<file path="config.mk">
export PLATFORM = sky130hd
export DESIGN_NAME = pcmd_top
export DESIGN_NICKNAME = d
export VERILOG_FILES = /design/src/rtl/pcmd_pkg.sv /design/src/rtl/pcmd_decode.sv /design/src/rtl/pcmd_store.sv /design/src/rtl/pcmd_phase.sv /design/src/rtl/pcmd_top.sv
export SDC_FILE = /design/constraint.sdc
export NUM_CORES = 1
export LEC_CHECK = 0
export BUFFER_PORTS_ARGS = -buffer_cell sky130_fd_sc_hd__clkbuf_2
export CAP_MARGIN = 20
export CELL_PAD_IN_SITES_DETAIL_PLACEMENT = 1
export CELL_PAD_IN_SITES_GLOBAL_PLACEMENT = 2
export CORE_MARGIN = 2
export CORE_UTILIZATION = 35
export DETAILED_ROUTE_END_ITERATION = 10
export MAX_ROUTING_LAYER = met4
export PLACE_DENSITY_LB_ADDON = 0.1
export REMOVE_ABC_BUFFERS = 1
export SYNTH_ARGS = -nofsm -noshare
export SYNTH_HDL_FRONTEND = slang
export SYNTH_SLANG_ARGS = --single-unit
</file>
<file path="constraint.sdc">
create_clock -name clk -period 3.1 [get_ports clk]
set_input_delay 0.465 -clock clk [delete_from_list [all_inputs] [get_ports clk]]
set_output_delay 0.465 -clock clk [all_outputs]
set_load 0.1 [all_outputs]
</file>
<file path="src/rtl/pcmd_pkg.sv">
`timescale 1ns/1ps
package pcmd_pkg;

  localparam int SLOTS = 16;

  typedef enum logic [1:0] {XF_NONE = 2'd0, XF_READ = 2'd1, XF_WRITE = 2'd2} xfer_e;

  typedef enum logic [3:0] {
    TG_NONE, TG_UNSTALL, TG_SETUP, TG_STAT, TG_ERR, TG_UNLOCK,
    TG_SCR_W, TG_SCR_R, TG_FRAME, TG_CHIP, TG_INTR, TG_BAD
  } tgt_e;

  typedef struct packed {
    tgt_e       tgt;
    xfer_e      xf;
    logic [2:0] nbytes;
    logic [3:0] slot;
  } cmd_t;

  function automatic cmd_t mk_cmd(input tgt_e t, input xfer_e x,
                                  input logic [2:0] n, input logic [3:0] s);
    cmd_t c;
    c.tgt = t; c.xf = x; c.nbytes = n; c.slot = s;
    return c;
  endfunction

  function automatic cmd_t decode_op(input logic [7:0] op, input logic [2:0] frame_n);
    cmd_t c;
    c = mk_cmd(TG_BAD, XF_NONE, 3'd0, 4'd0);
    case (op[7:4])
      4'h8: if (op[3:1] != 3'b000) c = mk_cmd(TG_UNSTALL, XF_NONE, 3'd0, op[3:0] - 4'd1);
      4'hD: c = mk_cmd(TG_STAT, XF_READ, 3'd1, op[3:0]);
      4'hA: c = mk_cmd(TG_ERR, XF_READ, 3'd1, op[3:0]);
      4'hB: begin
        case (op[3:0])
          4'h0: c = mk_cmd(TG_UNLOCK, XF_WRITE, 3'd2, 4'd0);
          4'h2: c = mk_cmd(TG_SCR_W, XF_WRITE, 3'd2, 4'd0);
          4'h3: c = mk_cmd(TG_SCR_R, XF_READ, 3'd2, 4'd0);
          4'h4: c = mk_cmd(TG_FRAME, XF_READ, frame_n, 4'd0);
          4'h5: c = mk_cmd(TG_CHIP, XF_READ, 3'd2, 4'd0);
          default: c = mk_cmd(TG_BAD, XF_NONE, 3'd0, 4'd0);
        endcase
      end
      4'hC: if (op[3:0] == 4'h0) c = mk_cmd(TG_INTR, XF_READ, 3'd4, 4'd0);
      4'hF: if (op[3:0] == 4'h4) c = mk_cmd(TG_SETUP, XF_NONE, 3'd0, 4'd0);
      default: c = mk_cmd(TG_BAD, XF_NONE, 3'd0, 4'd0);
    endcase
    return c;
  endfunction

  // bytes moved by one data cycle
  function automatic logic [2:0] step_bytes(input logic wide);
    return wide ? 3'd2 : 3'd1;
  endfunction

  // byte idx of a little-endian 32-bit value
  function automatic logic [7:0] byte_at(input logic [31:0] v, input logic [2:0] idx);
    logic [31:0] s;
    s = v >> {idx[1:0], 3'b000};
    return s[7:0];
  endfunction

endpackage

</file>
<file path="src/rtl/pcmd_decode.sv">
`timescale 1ns/1ps
module pcmd_decode import pcmd_pkg::*; #(
  parameter int FRAME_BYTES = 2
) (
  input  logic [7:0] op,
  output cmd_t       dec
);
  localparam logic [2:0] FRAME_N = 3'(FRAME_BYTES);

  assign dec = decode_op(op, FRAME_N);

  always_comb begin
    a_r9_len_fits: assert (dec.nbytes <= 3'd4);
  end
endmodule

</file>
<file path="src/rtl/pcmd_store.sv">
`timescale 1ns/1ps
module pcmd_store import pcmd_pkg::*; #(
  parameter logic [15:0] CHIP_ID = 16'h3A21
) (
  input  logic        clk,
  input  logic        rst_n,
  input  logic        hook_we,
  input  logic [5:0]  hook_sel,
  input  logic [31:0] hook_data,
  input  logic        commit_en,
  input  tgt_e        commit_tgt,
  input  logic [15:0] commit_val,
  input  tgt_e        rd_tgt,
  input  logic [3:0]  rd_slot,
  output logic [31:0] val32,
  output logic [15:0] unlock_val
);
  logic [SLOTS-1:0][7:0] stat_q, err_q;
  logic [15:0] frame_q, scr_q, unl_q;
  logic [31:0] intr_q;

  always_ff @(posedge clk) begin
    if (!rst_n) begin
      stat_q <= '0; err_q <= '0; frame_q <= '0;
      intr_q <= '0; scr_q <= '0; unl_q <= '0;
    end else begin
      if (hook_we) begin
        case (hook_sel[5:4])
          2'b00: stat_q[hook_sel[3:0]] <= hook_data[7:0];
          2'b01: err_q[hook_sel[3:0]]  <= hook_data[7:0];
          2'b10: begin
            if (hook_sel[3:0] == 4'h0) frame_q <= hook_data[15:0];
            if (hook_sel[3:0] == 4'h1) intr_q  <= hook_data;
          end
          default: ;
        endcase
      end
      if (commit_en && commit_tgt == TG_SCR_W)  scr_q <= commit_val;
      if (commit_en && commit_tgt == TG_UNLOCK) unl_q <= commit_val;
    end
  end

  always_comb begin
    case (rd_tgt)
      TG_STAT:  val32 = {24'h0, stat_q[rd_slot]};
      TG_ERR:   val32 = {24'h0, err_q[rd_slot]};
      TG_SCR_R: val32 = {16'h0, scr_q};
      TG_FRAME: val32 = {16'h0, frame_q};
      TG_CHIP:  val32 = {16'h0, CHIP_ID};
      TG_INTR:  val32 = intr_q;
      default:  val32 = 32'h0;
    endcase
  end

  assign unlock_val = unl_q;

  // reads never alter status or error storage
  a_r4_read_is_copy: assert property (@(posedge clk) disable iff (!rst_n)
    !hook_we |=> ($stable(stat_q) && $stable(err_q)));
  // registers written over the bus change only on a completed write
  a_r12_no_stray_write: assert property (@(posedge clk) disable iff (!rst_n)
    !commit_en |=> ($stable(scr_q) && $stable(unl_q)));
endmodule

</file>
<file path="src/rtl/pcmd_phase.sv">
`timescale 1ns/1ps
module pcmd_phase import pcmd_pkg::*; (
  input  logic        clk,
  input  logic        rst_n,
  input  logic        bus16,
  input  logic        cmd_stb,
  input  cmd_t        dec,
  input  logic        data_rd,
  input  logic        data_wr,
  input  logic [15:0] wr_data,
  input  logic [31:0] val32,
  output cmd_t        cur,
  output logic        busy,
  output logic [15:0] rd_data,
  output logic        unstall_stb,
  output logic [3:0]  unstall_ep,
  output logic        setup_ack_stb,
  output logic        err_flag,
  output logic        commit_en,
  output logic [15:0] commit_val
);
  logic [2:0]  cnt, step, nxt_cnt;
  logic        last, rd_go, wr_go;
  logic [15:0] wbuf, wbuf_nxt;
  logic [7:0]  lo, hi;

  assign step    = step_bytes(bus16);
  assign nxt_cnt = cnt + step;
  assign last    = nxt_cnt >= cur.nbytes;
  assign rd_go   = busy && data_rd && !cmd_stb && cur.xf == XF_READ;
  assign wr_go   = busy && data_wr && !cmd_stb && cur.xf == XF_WRITE;

  always_comb begin
    lo = byte_at(val32, cnt);
    hi = ((cnt + 3'd1) < cur.nbytes) ? byte_at(val32, cnt + 3'd1) : 8'h00;
    rd_data = 16'h0;
    if (busy && cur.xf == XF_READ) rd_data = bus16 ? {hi, lo} : {8'h00, lo};
  end

  always_comb begin
    wbuf_nxt = wbuf;
    if (cnt[0]) wbuf_nxt[15:8] = wr_data[7:0];
    else begin
      wbuf_nxt[7:0] = wr_data[7:0];
      if (bus16) wbuf_nxt[15:8] = wr_data[15:8];
    end
  end

  assign commit_en  = wr_go && last;
  assign commit_val = wbuf_nxt;

  always_ff @(posedge clk) begin
    if (!rst_n) begin
      cur <= mk_cmd(TG_NONE, XF_NONE, 3'd0, 4'd0);
      cnt <= '0; busy <= 1'b0; wbuf <= '0; err_flag <= 1'b0;
      unstall_stb <= 1'b0; unstall_ep <= '0; setup_ack_stb <= 1'b0;
    end else begin
      unstall_stb   <= 1'b0;
      setup_ack_stb <= 1'b0;
      if (cmd_stb) begin
        cur           <= dec;
        cnt           <= '0;
        wbuf          <= '0;
        busy          <= dec.xf != XF_NONE;
        unstall_stb   <= dec.tgt == TG_UNSTALL;
        setup_ack_stb <= dec.tgt == TG_SETUP;
        if (dec.tgt == TG_UNSTALL) unstall_ep <= dec.slot;
        if (dec.tgt == TG_BAD) err_flag <= 1'b1;
      end else if (rd_go) begin
        cnt <= nxt_cnt;
        if (last) busy <= 1'b0;
      end else if (wr_go) begin
        cnt  <= nxt_cnt;
        wbuf <= wbuf_nxt;
        if (last) busy <= 1'b0;
      end
    end
  end

  a_r2_ep_range: assert property (@(posedge clk) disable iff (!rst_n)
    unstall_stb |-> (unstall_ep >= 4'd1 && unstall_ep <= 4'd14));
  a_r3_strobes_excl: assert property (@(posedge clk) disable iff (!rst_n)
    $onehot0({unstall_stb, setup_ack_stb}));
  a_r2_strobe_pulse: assert property (@(posedge clk) disable iff (!rst_n)
    unstall_stb |=> (!unstall_stb || $past(cmd_stb)));
  a_r9_cnt_bound: assert property (@(posedge clk) disable iff (!rst_n)
    busy |-> (cnt < cur.nbytes));
  a_r10_err_sticky: assert property (@(posedge clk) disable iff (!rst_n)
    err_flag |=> err_flag);
  a_r10_bad_no_phase: assert property (@(posedge clk) disable iff (!rst_n)
    (cmd_stb && dec.tgt == TG_BAD) |=> (!busy && err_flag));
  a_r11_abort: assert property (@(posedge clk) disable iff (!rst_n)
    (busy && cmd_stb && dec.xf == XF_NONE) |=> !busy);
  a_r7_commit_ends: assert property (@(posedge clk) disable iff (!rst_n)
    commit_en |=> !busy);
endmodule

</file>
<file path="src/rtl/pcmd_top.sv">
`timescale 1ns/1ps
module pcmd_top import pcmd_pkg::*; #(
  parameter int          FRAME_BYTES = 2,
  parameter logic [15:0] CHIP_ID     = 16'h3A21
) (
  input  logic        clk,
  input  logic        rst_n,
  input  logic        bus16,
  input  logic        cmd_stb,
  input  logic [7:0]  cmd_byte,
  input  logic        data_rd,
  input  logic        data_wr,
  input  logic [15:0] wr_data,
  output logic [15:0] rd_data,
  output logic        busy,
  output logic        unstall_stb,
  output logic [3:0]  unstall_ep,
  output logic        setup_ack_stb,
  output logic        err_flag,
  output logic [15:0] unlock_val,
  input  logic        hook_we,
  input  logic [5:0]  hook_sel,
  input  logic [31:0] hook_data
);
  cmd_t        dec, cur;
  logic [31:0] val32;
  logic        commit_en;
  logic [15:0] commit_val;

  pcmd_decode #(.FRAME_BYTES(FRAME_BYTES)) u_dec (.op(cmd_byte), .dec(dec));

  pcmd_store #(.CHIP_ID(CHIP_ID)) u_store (
    .clk(clk), .rst_n(rst_n), .hook_we(hook_we), .hook_sel(hook_sel),
    .hook_data(hook_data), .commit_en(commit_en), .commit_tgt(cur.tgt),
    .commit_val(commit_val), .rd_tgt(cur.tgt), .rd_slot(cur.slot),
    .val32(val32), .unlock_val(unlock_val));

  pcmd_phase u_phase (
    .clk(clk), .rst_n(rst_n), .bus16(bus16), .cmd_stb(cmd_stb), .dec(dec),
    .data_rd(data_rd), .data_wr(data_wr), .wr_data(wr_data), .val32(val32),
    .cur(cur), .busy(busy), .rd_data(rd_data), .unstall_stb(unstall_stb),
    .unstall_ep(unstall_ep), .setup_ack_stb(setup_ack_stb), .err_flag(err_flag),
    .commit_en(commit_en), .commit_val(commit_val));
endmodule

</file>
==> flow_summary.rst, run 1 <==
.. list-table::
   :header-rows: 1

   * - Metric
     - Value
   * - Post-synth EDFFs
     - 0
   * - Power density over the cells
     - 507 mW/mm2
   * - Post-Synth XOR/XNOR Area
     - 0.150%
   * - Die Span Y
     - 228 um
   * - Final setup fails
     - 16
   * - Slew Limit Headroom
     - 29.9%
   * - Initial antenna violation count
     - 1
   * - HPWL after DPL
     - 40000 um
   * - Total number of vias
     - 14504
   * - Violated checks
     - negative setup slack
   * - Compound-gate portion of the synthesized area
     - 9.72%
   * - Placeable Area
     - 0.0499 mm2
   * - Delay of the slowest critical-path stage
     - 0.36 ns
   * - Library cells used by synthesis
     - 64
   * - Insertion delay to the later sink of the worst-skew pair
     - 0.58 ns
   * - Global-route wire length before repair
     - 92700 um
   * - Level count of the clock H-tree
     - 2
   * - Number of warnings printed during yosys synthesis
     - 0
   * - Synthesized area per cell
     - 9.19 um2
   * - Critical path endpoint category
     - output port
   * - Outcome
     - finished with violations
   * - Dominant register cell in the synthesized netlist
     - sky130_fd_sc_hd__dfxtp_1
   * - Overall die area
     - 0.0520 mm2
   * - Floorplan row count
     - 82
   * - Cell Chain, Critical Path
     - buf_12, buf_16, nor2b_2, buf_12, a22oi_1, and3_2, nor4_4, buf_4, nor2_1, a211o_1, buf_12
   * - Nets
     - 2125
   * - Largest net degree at the start of global routing
     - 83
   * - Min-delay worst type
     - input port to register
   * - Fin crit period
     - 3.34 ns
   * - Arrival time reported for the critical path endpoint
     - 2.88 ns
   * - Max-capacitance violation count
     - 0
   * - Power consumption
     - 11.2 mW
   * - Count of unresolved DRC violations after routing
     - 0
   * - Combinational family with the most area after synthesis
     - multiplexers
   * - RSZ-0062 raised after global routing
     - true
   * - Count of buffers from port buffering
     - 108
   * - Final Worst Setup Slack
     - -0.245 ns
   * - Netlist area before placement
     - 0.0176 mm2
   * - Via count of the first global-routing pass
     - 15157
   * - Pre-CTS setup slack
     - 0.0159 ns
   * - Total negative slack for setup checks
     - -2.61 ns
   * - Clock transition at the registers of the reported paths
     - 0.06 ns
   * - Average wire length per cell after detail routing
     - 22.0 um
   * - Share of synthesized cell area in and, or, nand and nor gates
     - 16.6%
   * - Count of TritonRoute iterations in the first routing pass
     - 4
   * - Post-route design area
     - 0.0222 mm2
   * - GRT Total Usage
     - 23.5%
   * - Share of the yosys chip area belonging to registers
     - 42.9%
   * - Vias per cell
     - 5.27
   * - Layout cells sized above 1
     - 23.8%
   * - Final Skew
     - 0.0124 ns
   * - Number of nets with antenna violations after detailed routing
     - 0
   * - Worst path slowest cell
     - sky130_fd_sc_hd__dfxtp_4
   * - Starting density of the core
     - 35.2%
   * - Count of endpoints failing hold in the final timing report
     - 0
   * - Total wire length after detailed routing
     - 60500 um
   * - Number of instances in the synthesized netlist
     - 1911
   * - Most frequent cells in the layout
     - sky130_fd_sc_hd__dfxtp_1, sky130_fd_sc_hd__mux2i_1, sky130_fd_sc_hd__nor2_1
   * - Post-synthesis adder-cell area fraction
     - 0.898%
   * - Pins over their slew limit
     - 0
   * - Most common library cell in the layout ignoring fill and taps
     - sky130_fd_sc_hd__dfxtp_1
   * - Post-synth ARST share
     - 0%
   * - Cell repeated most along the worst path
     - sky130_fd_sc_hd__buf_12
   * - Clock root cell
     - sky130_fd_sc_hd__clkbuf_16
   * - Share of synthesized area spent on multiplexers
     - 25.4%
   * - Area growth from synthesis to layout
     - 26.4%
   * - Clock buffer count from CTS
     - 45
   * - Clock tree from TritonCTS
     - done
   * - Startpoint type of the worst setup path
     - register
   * - Post-Route Utilization
     - 44.5%
   * - Max frequency
     - 0.299 GHz
   * - Worst hold slack
     - 0.109 ns
   * - Leakage power total
     - 8.41 nW
   * - Final non-filler cell total
     - 2754
   * - Total of flip-flops plus latches after synthesis
     - 376
   * - Remaining Overflow, GRT
     - 0
   * - Placement-stage cell area
     - 0.0193 mm2
   * - Max Root-Sink Buffers
     - 3
   * - Quantity of hold-fixing buffers added after cts
     - 0
   * - Total clock sinks
     - 376
   * - Placed Cells
     - 2611
   * - WS Path Type
     - register to output port
   * - Floorplan die width
     - 228 um
   * - Maximum VDD drop
     - 0.000325 V
   * - Layout filler cell count
     - 5596
   * - Largest driver fanout on the critical path
     - 16
   * - Global placement routability congestion
     - 0.854
   * - Ports placed on the boundary
     - 109
   * - Number of DRC markers in iteration 0
     - 681
   * - Slew at the pin closest to its max-slew limit
     - 1.05 ns
   * - Share of the clock period used by the worst path
     - 108%
   * - Required time worst endpoint
     - 2.63 ns
## cell usage after synthesis (14+ instances only)
master                     number  share of area (%)
sky130_fd_sc_hd__inv_1         20               0.43
sky130_fd_sc_hd__mux2i_1      372                 21
sky130_fd_sc_hd__o21ai_0       25               0.71
sky130_fd_sc_hd__mux4_2        20                2.6
sky130_fd_sc_hd__a21oi_1      111                3.2
sky130_fd_sc_hd__nand2_1      169                3.6
sky130_fd_sc_hd__nor2_1       310                6.6
sky130_fd_sc_hd__clkbuf_1     116                2.5
sky130_fd_sc_hd__nand3_1       75                2.1
sky130_fd_sc_hd__o221ai_1      14               0.70
sky130_fd_sc_hd__a22oi_1       56                2.4
sky130_fd_sc_hd__buf_2         24               0.68
sky130_fd_sc_hd__mux2_2        26                1.7
sky130_fd_sc_hd__dfxtp_1      376                 43
## state kept, by name, summed over array words and instances (netlist names)
name	flops
u_store.err_q	128
u_store.stat_q	128
u_store.intr_q	32
u_phase.wbuf	16
u_store.frame_q	16
u_store.scr_q	16
u_store.unlock_val	16
u_phase.cur	13
u_phase.unstall_ep	4
u_phase.cnt	3
u_phase.busy	1
u_phase.err_flag	1
u_phase.setup_ack_stb	1
u_phase.unstall_stb	1
## layout make-up
type                       count  area (um2)  area share, %
sequential                   376        7540           34.0
clock buffer                  72        1400           6.30
inverter                      22        90.1          0.406
tap                          672         841           3.79
timing repair buffer         244        2260           10.2
multi-input combinational   1355        9900           44.6
antenna                        1        2.50         0.0113
clock inverter                12         161          0.727
## power breakdown
group | total, mW | switching (mW) | leakage (nW) | internal [mW]
logic | 0.813 | 0.512 | 4.61 | 0.301
clock network | 5.56 | 2.22 | 0.773 | 3.34
registers | 4.88 | 0.0230 | 3.03 | 4.85
## final timing paths
path / to / from / cells after the start / slack [ns]
worst max-delay path: rd_data[2] / u_phase.cur[0] / 11 / -0.24
worst min-delay path: u_store.intr_q[20] / hook_data[20] / 3 / 0.11
worst max register to register: u_store.unlock_val[11] / u_phase.cnt[0] / 13 / 0.42
worst min register to register: u_store.stat_q[46] / u_store.stat_q[46] / 2 / 0.45
## kinds of logic after synthesis
| group | count (synthesis) |
|---|---|
| compound gates | 262 |
| xor+xnor | 3 |
| mux | 418 |
| buf+inv | 180 |
| flops | 376 |
| fa+ha+maj | 12 |
| simple gates | 660 |
## metal layers
layer / track usage (%) / share of wire [%] / vias up
met3: 4.09 / 3.4 / 93
met1: 30.0 / 47 / 7259
met5: - / 0 / -
met4: 6.50 / 2.6 / 0
li1: - / - / 6946
met2: 38.3 / 47 / 206
## worst max-delay path, delay by kind of cell, from the launching register on
| kind | cells | cell delay, ns |
|---|---|---|
| flops | 1 | 0.36 |
| buf+inv | 5 | 0.81 |
| simple gates | 4 | 0.76 |
| compound gates | 2 | 0.35 |
## what timing repair did
action,in CTS,in global routing
cloned,3,0
pin swaps,43,40
resized for setup,101,64
buffers inserted,27,32
setup endpoints to repair,16,16
hold endpoints to repair,0,0
Note: power is estimated with default switching activity, not from simulation.
==> run 2, diff against run 1 <==
--- a/config.mk
+++ b/config.mk
@@ -7,13 +7,11 @@
 export LEC_CHECK = 0
 export BUFFER_PORTS_ARGS = -buffer_cell sky130_fd_sc_hd__clkbuf_2
 export CAP_MARGIN = 20
-export CELL_PAD_IN_SITES_DETAIL_PLACEMENT = 1
-export CELL_PAD_IN_SITES_GLOBAL_PLACEMENT = 2
 export CORE_MARGIN = 2
-export CORE_UTILIZATION = 35
+export CORE_UTILIZATION = 50
 export DETAILED_ROUTE_END_ITERATION = 10
 export MAX_ROUTING_LAYER = met4
-export PLACE_DENSITY_LB_ADDON = 0.1
+export PLACE_DENSITY = 0.7
 export REMOVE_ABC_BUFFERS = 1
 export SYNTH_ARGS = -nofsm -noshare
 export SYNTH_HDL_FRONTEND = slang
==> run 2 against run 1 <==
Net effect: the run still ends with negative setup slack left; combinational power shrank 9.5%; wire length shrank 16%; critical path depth shrank 2; core utilization grew 17 points; clock skew grew 0.0039 ns; setup slack gained 0.019 ns; hold slack gained 0.031 ns; via count grew 0.54%; global-route usage grew 4.3 points; sequential power is essentially flat; power shrank 5.5%; final cell count shrank 10%; largest power group unchanged.
==> flow_summary.rst, run 2 (synthesized netlist as in run 1, its figures left out) <==
.. list-table::
   :header-rows: 1

   * - Metric
     - Value
   * - Cell-internal power
     - 8.09 mW
   * - Share of the clock period used by the worst path
     - 107%
   * - Start point of the worst min-delay path
     - hook_data[23]
   * - Floorplan die width
     - 191 um
   * - Largest driver fanout on the critical path
     - 8
   * - Area growth from synthesis to layout
     - 20.4%
   * - Clock network fraction of total power
     - 47.2%
   * - Cell repeated most along the worst path
     - sky130_fd_sc_hd__buf_12
   * - Largest net degree at the start of global routing
     - 100
   * - Register area
     - 0.00754 mm2
   * - Largest registers
     - u_store.err_q x128, u_store.stat_q x128, u_store.intr_q x32
   * - Terminus of the critical flop-to-flop path
     - u_store.unlock_val[13]
   * - Remaining Overflow, GRT
     - 0
   * - Global placement routability congestion
     - 0.900
   * - Maximum VDD drop
     - 0.000342 V
   * - Total wire length after detailed routing
     - 50600 um
   * - Clock transition at the registers of the reported paths
     - 0.06 ns
   * - Leakage power total
     - 8.04 nW
   * - Required time worst endpoint
     - 2.63 ns
   * - Floorplan row count
     - 68
   * - Count of buffers from port buffering
     - 108
   * - Delay of the slowest critical-path stage
     - 0.49 ns
   * - Slew at the pin closest to its max-slew limit
     - 1.03 ns
   * - Count of unresolved DRC violations after routing
     - 0
   * - Startpoint type of the worst setup path
     - register
   * - Nets
     - 2072
   * - Count of endpoints failing hold in the final timing report
     - 0
   * - Sw Share
     - 23.9%
   * - Clock tree from TritonCTS
     - done
   * - Most common library cell in the layout ignoring fill and taps
     - sky130_fd_sc_hd__dfxtp_1
   * - Number of DRC markers in iteration 0
     - 1280
   * - Critical path endpoint category
     - output port
   * - Startpoint of the worst register-to-register path
     - u_phase.cnt[1]
   * - Layout filler cell count
     - 2895
   * - P_sw
     - 2.54 mW
   * - Max-capacitance violation count
     - 0
   * - Average wire length per cell after detail routing
     - 20.4 um
   * - Worst-case register-to-register setup slack
     - 0.45 ns
   * - Ports placed on the boundary
     - 109
   * - Overall die area
     - 0.0366 mm2
   * - Max frequency
     - 0.301 GHz
   * - Power density over the cells
     - 503 mW/mm2
   * - Max Root-Sink Buffers
     - 3
   * - Final Worst Setup Slack
     - -0.226 ns
   * - Power consumption
     - 10.6 mW
   * - Cell Chain, Critical Path
     - buf_12, mux4_2, mux2_4, o2bb2ai_2, nor4_2, buf_4, nor2_2, a211o_1, buf_12
   * - Clock root cell
     - sky130_fd_sc_hd__clkbuf_16
   * - Layout cells sized above 1
     - 20.5%
   * - GRT Total Usage
     - 27.8%
   * - Post-Route Utilization
     - 61.2%
   * - WS Path Type
     - register to output port
   * - Pins over their slew limit
     - 0
   * - Count of TritonRoute iterations in the first routing pass
     - 6
   * - HPWL after DPL
     - 32200 um
   * - Combinational fraction of design power
     - 6.9%
   * - Die Span Y
     - 191 um
   * - Fin crit period
     - 3.33 ns
   * - Slew Limit Headroom
     - 31.3%
   * - Final Skew
     - 0.0163 ns
   * - Number of nets with antenna violations after detailed routing
     - 0
   * - Clock buffer count from CTS
     - 41
   * - Worst hold path stage count
     - 3
   * - Level count of the clock H-tree
     - 2
   * - Starting density of the core
     - 50.8%
   * - Min-delay worst type
     - input port to register
   * - Area occupied by multi-input gates
     - 0.00975 mm2
   * - Worst min-delay path endpoint
     - u_store.intr_q[23]
   * - Seq pwr share
     - 45.9%
   * - Placeable Area
     - 0.0345 mm2
   * - Most frequent cells in the layout
     - sky130_fd_sc_hd__dfxtp_1, sky130_fd_sc_hd__mux2i_1, sky130_fd_sc_hd__nor2_1
   * - Violated checks
     - negative setup slack
   * - Ant diodes
     - 0
   * - Via count of the first global-routing pass
     - 13863
   * - Insertion delay to the later sink of the worst-skew pair
     - 0.56 ns
   * - Final setup fails
     - 14
   * - Worst path slowest cell
     - sky130_fd_sc_hd__mux4_2
   * - Vias per cell
     - 5.88
   * - Quantity of hold-fixing buffers added after cts
     - 0
   * - RSZ-0062 raised after global routing
     - true
   * - Arrival time reported for the critical path endpoint
     - 2.86 ns
   * - Worst R2R Path Depth
     - 10
   * - Initial antenna violation count
     - 0
   * - Outcome
     - finished with violations
   * - Global-route wire length before repair
     - 78000 um
   * - Total number of vias
     - 14583
   * - Total clock sinks
     - 376
[run 2: changes by cell type in the layout (fill, tap and decap cells not counted), sizes merged]
cell / change
clkinvlp: +1
diode: -1
buf: -51
clkbuf: -10
clkinv: +2
[run 2: repair_timing]
| action | in CTS | in global routing |
|---|---|---|
| resized for setup | 53 | 68 |
| buffers inserted | 15 | 7 |
| setup endpoints to repair | 16 | 16 |
| hold endpoints to repair | 0 | 0 |
| pin swaps | 10 | 35 |
| gates cloned | 5 | 2 |
[run 2: power groups by stage]
stage / Combinational, mW / Sequential (mW) / Clock, mW
after floorplan: 0.299 / 5.02 / 0
after global placement: 0.632 / 4.98 / 0
after detailed placement: 0.639 / 4.98 / 0
after CTS: 0.695 / 4.87 / 5.06
after global routing: 0.777 / 4.88 / 5.28
final: 0.736 / 4.88 / 5.02
[run 2: cell type report]
cell class / instances / area share, %
Inverter: 22 / 0.426
Tap cell: 455 / 2.69
Clock inverter: 15 / 0.864
Timing Repair Buffer: 195 / 8.49
Clock buffer: 60 / 5.72
Multi-Input combinational cell: 1355 / 46.1
Sequential cell: 376 / 35.7
[run 2: worst max-delay path: cells and delay by family (launching register included)]
family | cells | cell delay, ns
DFF | 1 | 0.36
muxes | 2 | 0.79
buffers and inverters | 3 | 0.49
and+or+nand+nor | 2 | 0.20
AOI/OAI and AO/OA | 2 | 0.46
[run 2: stage by stage]
| stage | TNS [ns] | std cells | hold WS (ns) | setup slack (ns) | instance area (um2) |
|---|---|---|---|---|---|
| 2_1_floorplan | -220.85 | 1753 | 0.433 | -3.54 | 16900 |
| 3_3_place_gp | 0 | 2375 | 0.438 | 0.202 | 18800 |
| 3_5_place_dp | 0 | 2375 | 0.446 | 0.113 | 18800 |
| 4_1_cts | -2.50 | 2470 | 0.125 | -0.243 | 20700 |
| 5_1_grt | -2.50 | 2478 | 0.147 | -0.296 | 21100 |
| 6_report | -1.55 | 2478 | 0.140 | -0.226 | 21100 |
[run 2: metal layers]
layer | wire [um] | vias up | track usage (%) | part of all wire (%)
met1 | 22200 | 7147 | 35.9 | 44
met2 | 24000 | 493 | 44.7 | 48
met5 | 0 | - | - | 0
met4 | 1230 | 0 | 8.91 | 2.4
li1 | - | 6851 | - | -
met3 | 3120 | 92 | 4.17 | 6.2
[run 2: how the worst max path moves through the flow]
stage | cells after the start | endpoint | start | slack (ns)
2_1_floorplan | 5 | rd_data[9] | u_phase.cur[1] | -3.54
3_3_place_gp | 9 | rd_data[2] | u_phase.cur[0] | 0.20
3_5_place_dp | 13 | u_store.unlock_val[9] | bus16 | 0.11
4_1_cts | 9 | rd_data[2] | u_phase.cur[0] | -0.24
5_1_grt | 10 | rd_data[2] | u_phase.cur[0] | -0.30
6_report | 9 | rd_data[2] | u_phase.cur[0] | -0.23
